## src/rtl/irqc_pkg.sv

```systemverilog
package irqc_pkg;
  localparam int REG_AW = 3;
  localparam int REG_DW = 32;

  typedef enum logic [REG_AW-1:0] {
    RA_SRC_PEND  = 3'd0,
    RA_PRIM_MASK = 3'd1,
    RA_SERVICE   = 3'd2,
    RA_INDEX     = 3'd3,
    RA_SUB_PEND  = 3'd4,
    RA_SUB_MASK  = 3'd5
  } reg_addr_e;
endpackage

```

## src/rtl/ic_sub_stage.sv

```systemverilog
module ic_sub_stage #(
  parameter int NUM_SUB     = 15,
  parameter int SUB_PER_GRP = 3,
  localparam int NUM_GRP    = NUM_SUB / SUB_PER_GRP
) (
  input  logic               clk,
  input  logic               rst_n,
  input  logic [NUM_SUB-1:0] sub_req,
  input  logic               clr_en,
  input  logic [NUM_SUB-1:0] clr_bits,
  input  logic [NUM_SUB-1:0] sub_mask,
  output logic [NUM_SUB-1:0] pend_q,
  output logic [NUM_GRP-1:0] grp_act
);
  logic [NUM_SUB-1:0] pend_d;
  logic [NUM_SUB-1:0] live;

  // hardware set wins over a same-cycle software clear
  always_comb begin
    pend_d = sub_req | (pend_q & ~(clr_en ? clr_bits : '0));
  end

  always_ff @(posedge clk or negedge rst_n) begin
    if (!rst_n) pend_q <= '0;
    else        pend_q <= pend_d;
  end

  assign live = pend_q & ~sub_mask;

  for (genvar g = 0; g < NUM_GRP; g++) begin : g_grp
    assign grp_act[g] = |live[g*SUB_PER_GRP +: SUB_PER_GRP];
  end
endmodule

```

## src/rtl/ic_src_stage.sv

```systemverilog
module ic_src_stage #(
  parameter int NUM_SRC = 32
) (
  input  logic               clk,
  input  logic               rst_n,
  input  logic [NUM_SRC-1:0] set_bits,
  input  logic               clr_en,
  input  logic [NUM_SRC-1:0] clr_bits,
  output logic [NUM_SRC-1:0] pend_q,
  output logic [NUM_SRC-1:0] pend_d
);
  always_comb begin
    pend_d = set_bits | (pend_q & ~(clr_en ? clr_bits : '0));
  end

  always_ff @(posedge clk or negedge rst_n) begin
    if (!rst_n) pend_q <= '0;
    else        pend_q <= pend_d;
  end
endmodule

```

## src/rtl/ic_arbiter.sv

```systemverilog
module ic_arbiter #(
  parameter int NUM_SRC = 32,
  localparam int OFF_W  = (NUM_SRC > 1) ? $clog2(NUM_SRC) : 1
) (
  input  logic [NUM_SRC-1:0] cand,
  output logic               any,
  output logic [OFF_W-1:0]   idx,
  output logic [NUM_SRC-1:0] onehot
);
  // scan from the top so the lowest set index is left in idx
  always_comb begin
    idx = '0;
    for (int i = NUM_SRC - 1; i >= 0; i--) begin
      if (cand[i]) idx = OFF_W'(i);
    end
  end

  assign any    = |cand;
  assign onehot = any ? (NUM_SRC'(1) << idx) : '0;
endmodule

```

## src/rtl/irq_ctrl_2lvl.sv

```systemverilog
module irq_ctrl_2lvl
  import irqc_pkg::*;
#(
  parameter int NUM_SRC     = 32,
  parameter int NUM_SUB     = 15,
  parameter int SUB_PER_GRP = 3,
  parameter int SUB_BASE    = 23,
  localparam int NUM_GRP    = NUM_SUB / SUB_PER_GRP,
  localparam int OFF_W      = (NUM_SRC > 1) ? $clog2(NUM_SRC) : 1
) (
  input  logic                clk,
  input  logic                rst_n,
  input  logic [NUM_SRC-1:0]  src_req,
  input  logic [NUM_SUB-1:0]  sub_req,
  input  logic                bus_we,
  input  logic [REG_AW-1:0]   bus_addr,
  input  logic [REG_DW-1:0]   bus_wdata,
  output logic [REG_DW-1:0]   bus_rdata,
  output logic                irq
);
  // write decode
  logic wr_src, wr_pmask, wr_serv, wr_sub, wr_smask;
  assign wr_src   = bus_we && (bus_addr == RA_SRC_PEND);
  assign wr_pmask = bus_we && (bus_addr == RA_PRIM_MASK);
  assign wr_serv  = bus_we && (bus_addr == RA_SERVICE);
  assign wr_sub   = bus_we && (bus_addr == RA_SUB_PEND);
  assign wr_smask = bus_we && (bus_addr == RA_SUB_MASK);

  // mask registers
  logic [NUM_SRC-1:0] prim_mask_q, prim_mask_d;
  logic [NUM_SUB-1:0] sub_mask_q, sub_mask_d;

  always_comb begin
    prim_mask_d = wr_pmask ? bus_wdata[NUM_SRC-1:0] : prim_mask_q;
    sub_mask_d  = wr_smask ? bus_wdata[NUM_SUB-1:0] : sub_mask_q;
  end

  always_ff @(posedge clk or negedge rst_n) begin
    if (!rst_n) begin
      prim_mask_q <= '1;
      sub_mask_q  <= '1;
    end else begin
      prim_mask_q <= prim_mask_d;
      sub_mask_q  <= sub_mask_d;
    end
  end

  // secondary level
  logic [NUM_SUB-1:0] sub_pend_q;
  logic [NUM_GRP-1:0] grp_act;

  ic_sub_stage #(.NUM_SUB(NUM_SUB), .SUB_PER_GRP(SUB_PER_GRP)) u_sub (
    .clk      (clk),
    .rst_n    (rst_n),
    .sub_req  (sub_req),
    .clr_en   (wr_sub),
    .clr_bits (bus_wdata[NUM_SUB-1:0]),
    .sub_mask (sub_mask_q),
    .pend_q   (sub_pend_q),
    .grp_act  (grp_act)
  );

  // route each group onto its primary bit
  logic [NUM_SRC-1:0] grp_vec;
  always_comb begin
    grp_vec = '0;
    for (int g = 0; g < NUM_GRP; g++) grp_vec[SUB_BASE + g] = grp_act[g];
  end

  // primary level
  logic [NUM_SRC-1:0] src_pend_q, src_pend_d;

  ic_src_stage #(.NUM_SRC(NUM_SRC)) u_src (
    .clk      (clk),
    .rst_n    (rst_n),
    .set_bits (src_req | grp_vec),
    .clr_en   (wr_src),
    .clr_bits (bus_wdata[NUM_SRC-1:0]),
    .pend_q   (src_pend_q),
    .pend_d   (src_pend_d)
  );

  // arbitration
  logic [NUM_SRC-1:0] cand, win_onehot;
  logic [OFF_W-1:0]   win_idx;
  logic               win_any;

  assign cand = src_pend_q & ~prim_mask_q;

  ic_arbiter #(.NUM_SRC(NUM_SRC)) u_arb (
    .cand   (cand),
    .any    (win_any),
    .idx    (win_idx),
    .onehot (win_onehot)
  );

  // in-service and index registers
  logic [NUM_SRC-1:0] serv_q, serv_d;
  logic [OFF_W-1:0]   offset_q, offset_d;
  logic               serv_empty, latch_en;

  assign serv_empty = (serv_q == '0);
  assign latch_en   = serv_empty && win_any;

  always_comb begin
    if (serv_empty) serv_d = latch_en ? win_onehot : '0;
    else            serv_d = serv_q & ~(wr_serv ? bus_wdata[NUM_SRC-1:0] : '0);
  end

  always_comb begin
    if (latch_en)                                          offset_d = win_idx;
    else if ((serv_d == '0) && !src_pend_d[offset_q])      offset_d = '0;
    else                                                   offset_d = offset_q;
  end

  always_ff @(posedge clk or negedge rst_n) begin
    if (!rst_n) begin
      serv_q   <= '0;
      offset_q <= '0;
    end else begin
      serv_q   <= serv_d;
      offset_q <= offset_d;
    end
  end

  assign irq = !serv_empty;

  // read mux
  always_comb begin
    bus_rdata = '0;
    case (bus_addr)
      RA_SRC_PEND:  bus_rdata[NUM_SRC-1:0] = src_pend_q;
      RA_PRIM_MASK: bus_rdata[NUM_SRC-1:0] = prim_mask_q;
      RA_SERVICE:   bus_rdata[NUM_SRC-1:0] = serv_q;
      RA_INDEX:     bus_rdata[OFF_W-1:0]   = offset_q;
      RA_SUB_PEND:  bus_rdata[NUM_SUB-1:0] = sub_pend_q;
      RA_SUB_MASK:  bus_rdata[NUM_SUB-1:0] = sub_mask_q;
      default:      bus_rdata = '0;
    endcase
  end
endmodule

```

## config.mk

```make
export PLATFORM = sky130hd
export DESIGN_NAME = irq_ctrl_2lvl
export DESIGN_NICKNAME = d
export VERILOG_FILES = /design/src/rtl/irqc_pkg.sv /design/src/rtl/ic_sub_stage.sv /design/src/rtl/ic_src_stage.sv /design/src/rtl/ic_arbiter.sv /design/src/rtl/irq_ctrl_2lvl.sv
export SDC_FILE = /design/constraint.sdc
export NUM_CORES = 1
export LEC_CHECK = 0
export CAP_MARGIN = 40
export CORE_MARGIN = 5
export CORE_UTILIZATION = 45
export DETAILED_ROUTE_END_ITERATION = 8
export PLACE_DENSITY = 0.77
export SLEW_MARGIN = 20
export SYNTH_ARGS = -nofsm -noshare
export SYNTH_HDL_FRONTEND = slang
export SYNTH_SLANG_ARGS = --single-unit
```

## constraint.sdc

```tcl
create_clock -name clk -period 6.35 [get_ports clk]
set_input_delay 1.27 -clock clk [delete_from_list [all_inputs] [get_ports clk]]
set_output_delay 1.27 -clock clk [all_outputs]
set_load 0.02 [all_outputs]
```

==> results.yml <==
clock_tree:
  clk_latency_ns: 0.42
  hold_buffers: 0
  clkTransAtPathRegs_ns: 0.05
  cts.sinks: 131
  cts_made_buffers: 17
  cts_resized: 0
  cts_tree: "yes"
  ctsHtreeMaxLevel: 4
  cts-root-buf: "clkbuf_16"
  postCtsSetupBuffers: 0
  clockBufferDepth: 2
drt:
  vias: 7141
  drt-wirelength-per-cell_um: 22.06
  drt_iter0_markers: 653
  vias_per_cell: 6.088
  ant_nets: 0
  drt_pass1_iterations: 5
  routed_wirelength_um: 25880
  drc: 0
sta:
  min_period_ns: 5.208
  setup_violations: 0
  final_max_slew_viol_count: 0
  final_hold_viol_count: 0
  fmax_ghz: 0.1920
  rsz0062_at_grt: "false"
  tightest_slew_ns: 0.7210
  relSlewSlack_pct: 51.94
  finalSetupTns_ns: 0
  fin_crit_sh_pct: 82.02
  worst_slack_ns: 1.142
  fin_skew_ns: 0.008670
critical_path:
  critPathBufInv: 4
  cp_data_arrival_time_ns: 3.94
  crit_type: "primary input to output port"
  cpMaxStageDelayCell: "clkdlybuf4s50_1"
  end_kind: "output port"
  cp_slowest_stage_delay_ns: 0.91
  crit_fanout: 18
  cp_cell_sequence: "clkdlybuf4s50_1, inv_2, nor2_1, buf_4, a21oi_1, o21ai_0, clkdlybuf4s50_1"
  crit_top_cell: "clkdlybuf4s50_1"
  critical_path_required_ns: 5.08
  start_kind: "primary input"
  crit_family: "buffers and inverters"
floorplanning:
  row_count: 47
  pin_count: 118
  start_util_pct: 46.16
  dieArea_um2: 19790
  fp.dieH_um: 140.7
  die_x_um: 140.7
  coreArea_um2: 16640
yosys:
  synthesis.area_um2: 7682
  ys_seq_area_share_pct: 43.44
  synth_top_flop_cell: "dfrtp_1"
  synthTopCellsByCount: "nand2_1 (88), dfrtp_1 (84), nor2_1 (82)"
  synthTopCellsByArea: "dfrtp_1 (27%), dfstp_2 (16%), mux2_2 (7.2%)"
  synth_top_area_share_pct: 27.36
  synthCells: 821
  synthArstFlopShare_pct: 100.0
  avgSynthCellArea_um2: 9.357
  synth_edf_count: 0
  synth.distinct_cells: 65
  synth_most_common_cell: "nand2_1"
  ys_warn_count: 0
  yosys_register_bits: 131
  synth_top_area_cell: "dfrtp_1"
  syn_nets: 906
grt:
  grt_usage_pct: 26.30
  grt_antenna_before_repair: 0
  grt_pass1_vias: 6984
  met3_usage_pct: 5.554
  grtUsageMet1_pct: 35.79
  gr-usage-met2_pct: 42.01
  top_usage_layer: "met2"
  grt_max_degree: 67
  overflow: 0
  grt_pass1_wl_um: 40340
placement:
  dp_hpwl_um: 19750
  dp_slack_ns: 1.072
  port_buffers: 117
  place.gp.congestion: 0.9963
finish:
  layout.nets: 1025
  drive_gt1_share_pct: 18.26
  antenna_cells: 0
  nFillCells: 1441
  areaGrowthSynthToFinish_pct: 28.27
job:
  max_cap_viol_count: 0
power:
  pwr-share-seq_pct: 39.0
  power.internal_mw: 1.991
  p_comb_share_pct: 22.0
  p_leak_nw: 3.874
  power_switching_uw: 819.0
  powerDensity_nw_per_um2: 285.1
  p_sw_share_pct: 29.15
  p_clk_share_pct: 39.0
  vdd_drop_max_mv: 0.1837
outcome:
  status: "finished, final reports clean"
min_path:
  hold_class: "flop to flop"
layout by cell type, fill, tap and decap left out, types with 4 or more instances in the layout:
cell type | netlist | final
clkdlybuf4s50_1 | 0 | 114
nand2_1 | 88 | 88
dfrtp_1 | 84 | 84
nor2_1 | 82 | 82
o21ai_0 | 55 | 55
mux2_2 | 49 | 49
inv_1 | 47 | 47
dfstp_2 | 47 | 47
a21oi_1 | 34 | 34
nor2b_1 | 32 | 32
nand2b_1 | 26 | 26
mux2i_1 | 24 | 24
a21o_1 | 21 | 21
a31oi_1 | 20 | 20
clkbuf_16 | 0 | 17
buf_4 | 2 | 15
nor3_1 | 14 | 14
nor4_1 | 14 | 14
mux4_2 | 11 | 11
a22o_1 | 10 | 10
a21boi_0 | 10 | 10
nand3_1 | 10 | 10
nand4_1 | 8 | 8
o22ai_1 | 7 | 7
o21bai_1 | 6 | 6
o211ai_1 | 5 | 5
a211oi_1 | 5 | 5
or3_1 | 5 | 5
o32ai_1 | 5 | 5
bufinv_16 | 0 | 5
a22oi_1 | 4 | 4
or2_2 | 4 | 4
and3_1 | 4 | 4
a221oi_1 | 4 | 4
buf_2 | 3 | 4
cells by family (layout without fill, tap and decap cells):
kind of cell / Yosys count / after routing / synth area share, %
DFF: 131 / 131 / 43.44
muxes: 84 / 84 / 13.53
buffers and inverters: 86 / 218 / 4.348
and+or+nand+nor: 306 / 306 / 20.10
AOI/OAI and AO/OA: 214 / 214 / 18.58
metrics by stage:
step                utilization, %  instance area [µm²]  std cells  power (mW)  hold WS [ns]
floorplan                        -                 7682        821       1.429        0.4579
global placement             54.57                 9081       1133       1.691        0.4744
detailed placement           55.06                 9164       1139       1.709        0.4813
CTS                          59.02                 9822       1171       2.804        0.4892
global route                 59.21                 9854       1173       2.910        0.5161
finish                       59.21                 9854       1173       2.809        0.4880
power groups by stage:
stage,clock network [mW],registers [mW],logic [mW]
floorplan,0,1.06,0.369
global placement,0,1.10,0.593
detailed placement,0,1.10,0.606
CTS,1.10,1.09,0.612
global route,1.14,1.11,0.669
finish,1.10,1.10,0.617
worst paths after layout:
kind	start	cells past startpoint	slack [ns]	endpoint
setup / recovery	bus_addr[1]	7	1.14	bus_rdata[7]
hold / removal	sub_mask_q[13]	2	0.49	sub_mask_q[13]
setup reg to reg	serv_q[6]	9	2.42	offset_q[3]
hold reg to reg	sub_mask_q[13]	2	0.49	sub_mask_q[13]
max in group asynchronous	rst_n	2	4.73	serv_q[31]
min in group asynchronous	rst_n	1	0.69	u_src.pend_q[13]
per-layer routing:
| metal | part of all wire, % | vias to the layer above |
|---|---|---|
| li1 | - | 3214 |
| met1 | 42 | 3539 |
| met2 | 47 | 341 |
| met3 | 7.9 | 47 |
| met4 | 2.8 | 0 |
| met5 | 0 | - |
worst register-to-register path, stage by stage (launching register included):
cell and delay [ns]:
dfrtp_1 0.45, nor4_1 0.35, nand2_1 0.16, or4_1 0.90, nor3_1 0.70, nand3_1 0.43, and2_1 0.29, a22oi_1 0.29
nor4_4 0.09, nor3_1 0.17
flip-flops by register name, summed over array words and instances (netlist names):
signal	flops
prim_mask_q	32
serv_q	32
u_src.pend_q	32
sub_mask_q	15
u_sub.pend_q	15
offset_q	5
cell type report:
class / count / area [µm²] / share of cell area (%)
inverters: 48 / 180.2 / 1.828
repair buffers: 138 / 1371 / 13.92
well taps: 220 / 275.3 / 2.793
clock buffers: 20 / 456.7 / 4.634
flip-flops and latches: 131 / 3337 / 33.86
multi-input cells: 604 / 4033 / 40.92
clock inverters: 12 / 201.4 / 2.044
Note: power is estimated with default switching activity, not from simulation.
